`src/rtl/sem_pkg.sv`:
```
package sem_pkg;

    typedef enum logic [1:0] {
        OP_READ  = 2'b00,
        OP_TAS   = 2'b01,
        OP_CLEAR = 2'b10,
        OP_SPARE = 2'b11
    } sem_op_e;

endpackage

```
`src/rtl/sem_arbiter.sv`:
```
module sem_arbiter #(
    parameter int N_CPU = 4,
    parameter int CPU_W = (N_CPU > 1) ? $clog2(N_CPU) : 1
) (
    input  logic             clk,
    input  logic             rst_n,
    input  logic [N_CPU-1:0] req,
    output logic [N_CPU-1:0] grant,
    output logic [CPU_W-1:0] grant_idx
);

    typedef struct packed {
        logic [N_CPU-1:0] served;
    } arb_state_t;

    arb_state_t st_d, st_q;

    logic [N_CPU-1:0] eligible;
    logic [N_CPU:0]   lower_seen;

    assign eligible      = req & ~st_q.served;
    assign lower_seen[0] = 1'b0;

    for (genvar i = 0; i < N_CPU; i++) begin : g_prio
        assign grant[i]        = eligible[i] & ~lower_seen[i];
        assign lower_seen[i+1] = lower_seen[i] | eligible[i];
    end

    always_comb begin
        grant_idx = '0;
        for (int k = N_CPU - 1; k >= 0; k--) begin
            if (grant[k]) grant_idx = CPU_W'(k);
        end
        st_d        = st_q;
        st_d.served = grant;
    end

    always_ff @(posedge clk or negedge rst_n) begin
        if (!rst_n) st_q <= '0;
        else        st_q <= st_d;
    end

    AST_GRANT_ONEHOT: assert property (@(posedge clk) disable iff (!rst_n)
        $onehot0(grant));
    AST_GRANT_HAS_REQ: assert property (@(posedge clk) disable iff (!rst_n)
        (|grant) |-> (|(grant & req)));
    AST_NO_BACK_TO_BACK: assert property (@(posedge clk) disable iff (!rst_n)
        (|grant) |=> ((grant & $past(grant)) == '0));

endmodule

```
`src/rtl/sem_array.sv`:
```
module sem_array
    import sem_pkg::*;
#(
    parameter int N_SEM = 16,
    parameter int IDX_W = $clog2(N_SEM)
) (
    input  logic             clk,
    input  logic             rst_n,
    input  logic             op_fire,
    input  sem_op_e          op_code,
    input  logic [IDX_W-1:0] op_idx,
    output logic             old_val
);

    typedef struct packed {
        logic [N_SEM-1:0] bits;
    } sem_state_t;

    sem_state_t st_d, st_q;
    logic       idx_ok;

    assign idx_ok = (int'(op_idx) < N_SEM);

    always_comb begin
        st_d    = st_q;
        old_val = idx_ok ? st_q.bits[op_idx] : 1'b0;
        if (op_fire && idx_ok) begin
            unique case (op_code)
                OP_TAS:   st_d.bits[op_idx] = 1'b1;
                OP_CLEAR: st_d.bits[op_idx] = 1'b0;
                default:  st_d.bits[op_idx] = st_q.bits[op_idx];
            endcase
        end
    end

    always_ff @(posedge clk or negedge rst_n) begin
        if (!rst_n) st_q <= '0;
        else        st_q <= st_d;
    end

    AST_TAS_LEAVES_ONE: assert property (@(posedge clk) disable iff (!rst_n)
        (op_fire && op_code == OP_TAS && idx_ok) |=> st_q.bits[$past(op_idx)]);
    AST_CLEAR_LEAVES_ZERO: assert property (@(posedge clk) disable iff (!rst_n)
        (op_fire && op_code == OP_CLEAR && idx_ok) |=> !st_q.bits[$past(op_idx)]);
    AST_READ_NO_CHANGE: assert property (@(posedge clk) disable iff (!rst_n)
        (op_fire && (op_code == OP_READ || op_code == OP_SPARE)) |=> $stable(st_q.bits));
    AST_ONE_BIT_PER_CYCLE: assert property (@(posedge clk) disable iff (!rst_n)
        $countones(st_d.bits ^ st_q.bits) <= 1);

endmodule

```
`src/rtl/sem_unit.sv`:
```
module sem_unit
    import sem_pkg::*;
#(
    parameter int N_CPU = 4,
    parameter int N_SEM = 16,
    parameter int IDX_W = $clog2(N_SEM)
) (
    input  logic                   clk,
    input  logic                   rst_n,
    input  logic [N_CPU-1:0]       req_valid,
    input  logic [2*N_CPU-1:0]     req_op,
    input  logic [N_CPU*IDX_W-1:0] req_idx,
    output logic [N_CPU-1:0]       rsp_valid,
    output logic [N_CPU-1:0]       rsp_data
);

    localparam int CPU_W = (N_CPU > 1) ? $clog2(N_CPU) : 1;

    typedef struct packed {
        logic [N_CPU-1:0] valid;
        logic [N_CPU-1:0] data;
    } rsp_state_t;

    rsp_state_t       rsp_d, rsp_q;
    logic [N_CPU-1:0] grant;
    logic [CPU_W-1:0] grant_idx;
    logic             op_fire;
    sem_op_e          sel_op;
    logic [IDX_W-1:0] sel_idx;
    logic             old_val;

    sem_arbiter #(.N_CPU(N_CPU), .CPU_W(CPU_W)) u_arb (
        .clk       (clk),
        .rst_n     (rst_n),
        .req       (req_valid),
        .grant     (grant),
        .grant_idx (grant_idx)
    );

    always_comb begin
        op_fire = |grant;
        sel_op  = sem_op_e'(req_op[grant_idx*2 +: 2]);
        sel_idx = req_idx[grant_idx*IDX_W +: IDX_W];
    end

    sem_array #(.N_SEM(N_SEM), .IDX_W(IDX_W)) u_sems (
        .clk     (clk),
        .rst_n   (rst_n),
        .op_fire (op_fire),
        .op_code (sel_op),
        .op_idx  (sel_idx),
        .old_val (old_val)
    );

    always_comb begin
        rsp_d       = rsp_q;
        rsp_d.valid = grant;
        rsp_d.data  = grant & {N_CPU{old_val}};
    end

    always_ff @(posedge clk or negedge rst_n) begin
        if (!rst_n) rsp_q <= '0;
        else        rsp_q <= rsp_d;
    end

    assign rsp_valid = rsp_q.valid;
    assign rsp_data  = rsp_q.data;

    AST_RSP_ONEHOT: assert property (@(posedge clk) disable iff (!rst_n)
        $onehot0(rsp_valid));
    AST_RSP_TO_REQUESTER: assert property (@(posedge clk) disable iff (!rst_n)
        (|rsp_d.valid) |=> (|(rsp_valid & $past(req_valid))));
    AST_DATA_ONLY_WITH_VALID: assert property (@(posedge clk) disable iff (!rst_n)
        ((rsp_data & ~rsp_valid) == '0));

endmodule

```
`config.mk`:
```
export PLATFORM = sky130hd
export DESIGN_NAME = sem_unit
export DESIGN_NICKNAME = d
export VERILOG_FILES = /design/src/rtl/sem_pkg.sv /design/src/rtl/sem_arbiter.sv /design/src/rtl/sem_array.sv /design/src/rtl/sem_unit.sv
export SDC_FILE = /design/constraint.sdc
export NUM_CORES = 1
export LEC_CHECK = 0
export ABC_AREA = 0
export CAP_MARGIN = 40
export CORE_ASPECT_RATIO = 2
export CORE_MARGIN = 2
export CORE_UTILIZATION = 33
export DETAILED_ROUTE_END_ITERATION = 16
export HOLD_SLACK_MARGIN = 0.03
export SYNTH_ARGS = -nofsm -noshare
export SYNTH_HDL_FRONTEND = slang
export SYNTH_SLANG_ARGS = --single-unit
```
`constraint.sdc`:
```
create_clock -name clk -period 3.8 [get_ports clk]
set_input_delay 0.38 -clock clk [delete_from_list [all_inputs] [get_ports clk]]
set_output_delay 0.38 -clock clk [all_outputs]
set_load 0.02 [all_outputs]
```
==> After elaboration in Yosys (flattened, before gate mapping) <==
Cells that the tools add are included.
{ "classes": {"n_mux": 10, "reduce_logical": 2, "eq_ne": 2, "n_shift": 2, "n_bitwise": 14, "magnitude_cmp": 2} }
{ "ops": {"columns": ["cell", "n"], "rows": [
  ["16-bit case mux with 2 select lines", 1],
  ["16-bit bitwise AND", 1],
  ["16-bit bitwise mux", 1],
  ["16-bit inverter", 1],
  ["16-bit bitwise OR", 1],
  ["16-bit by 5-bit indexed part select with 4-bit output", 1],
  ["4-bit bitwise AND", 2],
  ["2-bit 2-to-1 mux", 4],
  ["8-bit by 4-bit indexed part select with 2-bit output", 1],
  ["4-bit by 5-bit < comparator with 1-bit output (second input constant)", 1],
  ["1-bit binary-select mux with 4-bit select", 1],
  ["1-bit demux with 4-bit select", 1],
  ["4-bit by 1-bit greater-or-equal comparator with 1-bit output (second input constant)", 1],
  ["4-bit inverter", 1],
  ["4-bit OR reduction", 1],
  ["1-bit bitwise AND", 3],
  ["1-bit inverter", 3],
  ["2-bit by 1-bit == test with 1-bit output (second input constant)", 1],
  ["2-bit == test (second input constant)", 1],
  ["1-bit 2-to-1 mux", 2],
  ["1-bit bitwise OR", 2],
  ["1-bit logical AND", 1]
]} }
{ "word_totals": {"reg_bits": 24} }

==> Longest topological paths before layout <==
Gate-level depths: netlist of run 1.
{ "logic_depth": {"word_depth": 18, "ltp_mapped": 12, "depth_no_buf": 10} }

==> Modules after synthesis <==
A second synthesis of run 1 with hierarchy kept.
{ "unflattened": {"hier_cells": 171, "hier_area_um2": 1721.7} }
{ "by_module_without_submodules": {"columns": ["module", "seq_area_each_um2", "n_inst", "area_per_inst_um2", "cells_each"], "rows": [
  ["sem_array", 400.4, 1, 1138.6, 136],
  ["sem_unit", 200.2, 1, 379.1, 20],
  ["sem_arbiter", 100.1, 1, 203.9, 15]
]} }

==> Worst setup path before layout of run 1 <==
No wires, ideal clock.
{ "synth_path": {"path_type": "register -> register", "start": "reg u_arb.st_q[3] (netlist bit)", "end": "reg (tool-made name)", "period_less_slack_ns": 3.348, "arrival_ns": 3.211, "path_stages_with_launch": 11, "setup_time_ns": 0.136, "setup_slack_ns": 0.452, "t_required_ns": 3.664, "n_path_buf": 1, "cell_sequence": "dfrtp_1 -> and2b_1 -> nand2_1 -> a21oi_1 -> mux4_1 -> ha_1 -> nor3_1 -> clkbuf_1 -> a21oi_1 -> o21ai_0 -> o31ai_1"} }
{ "synth_rtl": {"columns": ["item", "line_no", "source"], "rows": [
  ["start, declared", "sem_arbiter.sv:16", "arb_state_t st_d, st_q;"],
  ["start signal, assigned", "sem_arbiter.sv:40", "else st_q <= st_d;"]
]} }

==> results of run 1 <==
==> final cells by class <==
cell class                 instances  area (um2)  share of cell area [%]
clock buffer                       3        41.3                    1.84
clock inverter                     1        30.0                    1.34
inverter                           9        33.8                    1.50
multi-input combinational        141        1030                    45.7
sequential                        24         601                    26.7
tap                               57        71.3                    3.17
timing repair buffer              44         443                    19.7
==> routing by layer <==
layer / part of all wire (%) / vias up / track usage, %
met5: 0 / - / 0
met4: 4.3 / 0 / 9.82
met3: 2.9 / 17 / 1.98
met2: 59 / 49 / 37.0
met1: 34 / 748 / 18.9
li1: - / 759 / -
==> synthesized netlist by cell type (2+ instances only) <==
cell,n,area [um2]
buf_6,2,22.5
mux4_1,2,52.6
nor3_1,2,10.0
nand3_1,2,10.0
ha_1,2,25.0
a2111oi_4,2,55.1
and2_1,7,43.8
o211ai_1,8,60.1
nand2b_4,3,41.3
mux2i_1,6,60.1
o221ai_1,2,17.5
a21oi_1,22,110
mux2_4,2,30.0
nor2_1,11,41.3
o31ai_1,12,90.1
nand2b_1,2,12.5
nand2_1,11,41.3
inv_1,8,30.0
o21ai_1,3,15.0
a21boi_0,2,15.0
clkbuf_1,2,7.51
o21ai_2,4,35.0
o21ai_0,18,90.1
dfrtp_1,24,601
==> cell families after synthesis <==
group                      Yosys count  synth area share [%]
buffers and inverters               13                  3.77
and+or+nand+nor                     44                  14.5
muxes                               11                  9.09
AOI/OAI and AO/OA                   84                  35.7
DFF                                 24                  35.5
adders and majority gates            2                  1.48
==> power by group through the flow <==
stage	Sequential, mW	Clock, mW	Combinational, mW
2_1_floorplan	0.330	0	0.270
3_3_place_gp	0.327	0	0.414
3_5_place_dp	0.329	0	0.414
4_1_cts	0.324	0.234	0.417
5_1_grt	0.330	0.243	0.457
6_report	0.324	0.228	0.417
==> worst reg2reg max path: stages (launching register included) <==
cell	delay, ns
dfrtp_1	0.41
and2b_1	0.26
nand2_1	0.11
a21oi_1	0.23
mux4_1	0.62
ha_1	0.37
nor3_1	0.21
buf_4	0.23
a21oi_1	0.05
o21ai_0	0.25
o21ai_2	0.10
==> worst max path at each step <==
stage | from | to | depth (start not counted)
finish | req_valid[3] | register | 11
global route | req_valid[3] | register | 10
CTS | req_valid[3] | register | 11
detailed placement | req_valid[3] | register | 11
global placement | req_valid[3] | register | 11
floorplan | u_arb.st_q[3] | register | 10
==> cells in the final DEF, fill, tap and decap left out, drive strengths merged, types with 2 or more instances in the layout <==
cell            n
a2111oi         2
a21boi          3
a21o            2
a21oi          22
a31o            2
and2            7
and2b           2
buf             7
clkbuf          3
clkdlybuf4s50  37
dfrtp          24
ha              2
inv             9
mux2            3
mux2i           6
mux4            2
nand2          11
nand2b          5
nand3           3
nor2           11
nor3            2
o211ai          8
o21ai          25
o221ai          2
o31ai          12
==> through the flow <==
stage | power (mW) | worst slack [ns] | cells | cell area [um2]
detailed placement | 0.743 | 0.405 | 275 | 2180
floorplan | 0.600 | 0.452 | 178 | 1690
finish | 0.969 | 0.678 | 279 | 2250
global route | 1.03 | 0.419 | 279 | 2250
global placement | 0.741 | 0.414 | 274 | 2150
CTS | 0.975 | 0.683 | 279 | 2250
==> flow_summary.toml, run 1 <==
[routing]
drc = 0
avgRoutedWirePerCell_um = 18.7
drt_iter0_markers = 48
ant_nets = 0
routed_via_density = 5.64
firstDrtPassIters = 4
wl_um = 5230
num_vias = 1573

[timing]
worst_pin_slew_ns = 0.593
rsz0062_at_grt = "no"
fmax_ghz = 0.320
skew_ns = 0.0115
maxSlewHeadroom_pct = 60.1
fin_crit_ns = 3.12
period_share_pct = 82.2
slew_viol_final = 0
setup_violations = 0
finalSetupTns_ns = 0
whs_ns = 0.424
final-hold-violation-count = 0

[power]
p_comb_share_pct = 43.0
p_int_mw = 0.617
sw_frac_of_total_pct = 36.3
power_switching_mw = 0.352
powerDensity_nw_per_um2 = 431
p_clk_share_pct = 23.6
vdd_drop_max_v = 0.000298
p_leak_nw = 0.906
seq_power_share_pct = 33.4

[setup_path]
worstSetupPathType = "input port to register"
cp-end-kind = "register"
slowest_stage = "mux4_1"
cp_cell_sequence = "clkdlybuf4s50_1, and2b_1, nand2_1, a21oi_1, mux4_1, ha_1, nor3_1, buf_4, a21oi_1, o21ai_0, o21ai_2"
regToRegStartpoint = "u_arb.st_q[3]"
crit_family = "buffers and inverters"
slowest_delay_ns = 0.62
arrival_ns = 3.27
worst-r2r-cell-count = 10
cp-start-kind = "input port"
path_max_fanout = 16
crit_buf_inv = 2
regToRegSetupSlack_ns = 0.83
crit_required_ns = 3.95
path_common_cell = "a21oi_1"

[flow_run]
drv_cap = 0

[logic_synthesis]
synthCells = 178
synth_edf_count = 0
ys_types = 43
ys_warn_count = 0
ys_ff_latch = 24
syn_nets = 210
synth_ff_type = "dfrtp_1"
ys_async_sr_fraction_pct = 100
synth_seq_area_share_pct = 35.5
postSynthAreaPerCell_um2 = 9.51
synth_area_um2 = 1690

[clock_network]
postCtsSetupRepairBufs = 0
root_buffer = "clkbuf_8"
cts_buffer_depth = 2
ctsResizeCount = 0
htreeDepth = 1
clk_pin_slew_ns = 0.09
clock-sinks = 24
hold_buffers = 0
cts_tree = "yes"
numCtsBuffers = 3
insertion_delay_ns = 0.28

[place]
globalplace.congestion = 0.855
post-dp-hpwl_um = 4330
numPortBuffers = 37

[cells_and_area]
layout-drive-gt1-share_pct = 14.0
post-route-util_pct = 45.8
area_growth_syn_to_layout_pct = 32.8
layout.nets = 255
filler_cell_count = 487
insertedDiodeCount = 0

[floorplan]
ios = 38
die-area_um2 = 5750
die_w_um = 54.6
placementRows = 36
fp.dieH_um = 105
start_util_pct = 34.5
core_area_um2 = 4910

[worst_hold_path]
min_path_type = "input port to async pin"

[global_route]
grt_usage_pct = 19.6
grt_start_max_net_pins = 18
grt_pass1_vias = 1695
antenna_found_initial = 0
grt_pass1_wl_um = 8150
overflow = 0

[status]
outcome = "finished, final reports clean"
(Power assumes the default switching activity.)
==> run 2: changes to the inputs <==
==> constraint.sdc (replaced) <==
create_clock -name clk -period 2.6 [get_ports clk]
set_input_delay 0.26 -clock clk [delete_from_list [all_inputs] [get_ports clk]]
set_output_delay 0.26 -clock clk [all_outputs]
set_load 0.02 [all_outputs]
==> run 2 against run 1 <==
Net effect: the run now ends with setup timing left; final cell count is 15% higher; worst hold slack worse by 0.084 ns; utilization grew 10 points.
==> flow_summary.toml, run 2 (synthesis results as in run 1) <==
[status]
outcome = "finished with violations"
violations = "setup timing"

[timing]
slew_viol_final = 0
worst_pin_slew_ns = 0.409
maxSlewHeadroom_pct = 72.8
setup_violations = 1
finalSetupTns_ns = -0.0122
period_share_pct = 100
rsz0062_at_grt = "yes"
fin_crit_ns = 2.61
skew_ns = 0.00463
fmax_ghz = 0.383
final-hold-violation-count = 0
whs_ns = 0.340
fin_ws_ns = -0.0122

[cells_and_area]
fin_cells = 320
stdcell_area_um2 = 2750
layout-drive-gt1-share_pct = 41.1
layout.nets = 296
area_growth_syn_to_layout_pct = 62.3
filler_cell_count = 433
final_cell_mix = "buf_4 (43), clkdlybuf4s50_1 (34), dfrtp_1 (23)"
insertedDiodeCount = 0
post-route-util_pct = 56.0
final_common_cell = "buf_4"

[place]
pre_cts_slack_ns = -0.428
placement.cell_area_um2 = 2500
post-dp-hpwl_um = 4700
dp_cells = 312
globalplace.congestion = 0.843
numPortBuffers = 37

[clock_network]
clk_pin_slew_ns = 0.08
htreeDepth = 1
hold_buffers = 0
numCtsBuffers = 3
insertion_delay_ns = 0.28
root_buffer = "clkbuf_8"
cts_buffer_depth = 2
clock-sinks = 24
cts_tree = "yes"

[setup_path]
crit_path_start = "u_arb.st_q[2]"
crit_required_ns = 2.76
worst-r2r-cell-count = 11
path_max_fanout = 16
regToRegStartpoint = "u_arb.st_q[2]"
arrival_ns = 2.77
worstSetupPathType = "register to register"
cp-start-kind = "register"
regToRegSetupSlack_ns = -0.01
cp-end-kind = "register"

[routing]
firstDrtPassIters = 4
wl_um = 6120
drt_iter0_markers = 48
ant_nets = 0
routed_via_density = 5.55
avgRoutedWirePerCell_um = 19.1
num_vias = 1776
drc = 0

[global_route]
grt_start_max_net_pins = 25
grt_pass1_vias = 1876
overflow = 0
grt_pass1_wl_um = 8880
antenna_found_initial = 0
grt_usage_pct = 22.0

[floorplan]
core_area_um2 = 4910
ios = 38
die_w_um = 54.6
die-area_um2 = 5750
placementRows = 36
fp.dieH_um = 105
start_util_pct = 34.5

[power]
vdd_drop_max_v = 0.000366
powerDensity_nw_per_um2 = 611
finalPower_mw = 1.68
p_leak_nw = 1.16

[flow_run]
drv_cap = 0

[worst_hold_path]
min_path_type = "input port to async pin"
run 2: changes by cell type in the layout (fill, tap and decap cells not counted), sizes merged:
| cell | change |
|---|---|
| dlymetal6s2s | +3 |
| clkdlybuf4s50 | -3 |
| buf | +41 |
run 2: critical path, cell delays in order (launching register included):
cell and delay [ns]:
dfrtp_2 0.41, nand2b_4 0.17, a211oi_4 0.27, buf_6 0.16, mux4_2 0.52, inv_2 0.09, ha_4 0.22, nor3_4 0.15
buf_12 0.17, a21oi_1 0.06, o21ai_1 0.18, o31ai_2 0.10
run 2: repair_timing:
| item | CTS | global route |
|---|---|---|
| setup endpoints to repair | 20 | 20 |
| resized for setup | 18 | 25 |
| setup buffers | 2 | 2 |
| pin swaps | 1 | 8 |
run 2: worst min-delay path by stage:
stage,slack [ns],endpoint,start
after floorplan,-0.04,async pin,rst_n
after global placement,0.48,register,register
after detailed placement,0.48,register,register
after CTS,0.34,async pin,rst_n
after global routing,0.36,async pin,rst_n
final,0.34,async pin,rst_n
run 2: cell type report:
type | count | area [um2] | area share [%]
Tap cell | 57 | 71.3 | 2.60
Sequential cell | 24 | 602 | 21.9
Multi-Input combinational cell | 141 | 1190 | 43.5
Timing Repair Buffer | 85 | 774 | 28.2
Clock inverter | 1 | 30.0 | 1.09
Inverter | 9 | 33.8 | 1.23
Clock buffer | 3 | 41.3 | 1.50
run 2: power breakdown:
| group | leakage (nW) | switching [mW] | total (mW) | internal (mW) |
|---|---|---|---|---|
| Combinational | 0.803 | 0.449 | 0.858 | 0.409 |
| Clock | 0.0357 | 0.127 | 0.333 | 0.206 |
| Sequential | 0.324 | 0.0473 | 0.487 | 0.439 |
| Total | 1.16 | 0.623 | 1.68 | 1.05 |
run 2: metal layers:
metal  track usage, %  vias to the layer above  share of wire [%]
met1             18.7                      843                 32
met2             41.0                       66                 59
met4             15.5                        0                6.4
met3             3.40                       23                3.1
met5                0                        -                  0
li1                 -                      844                  -
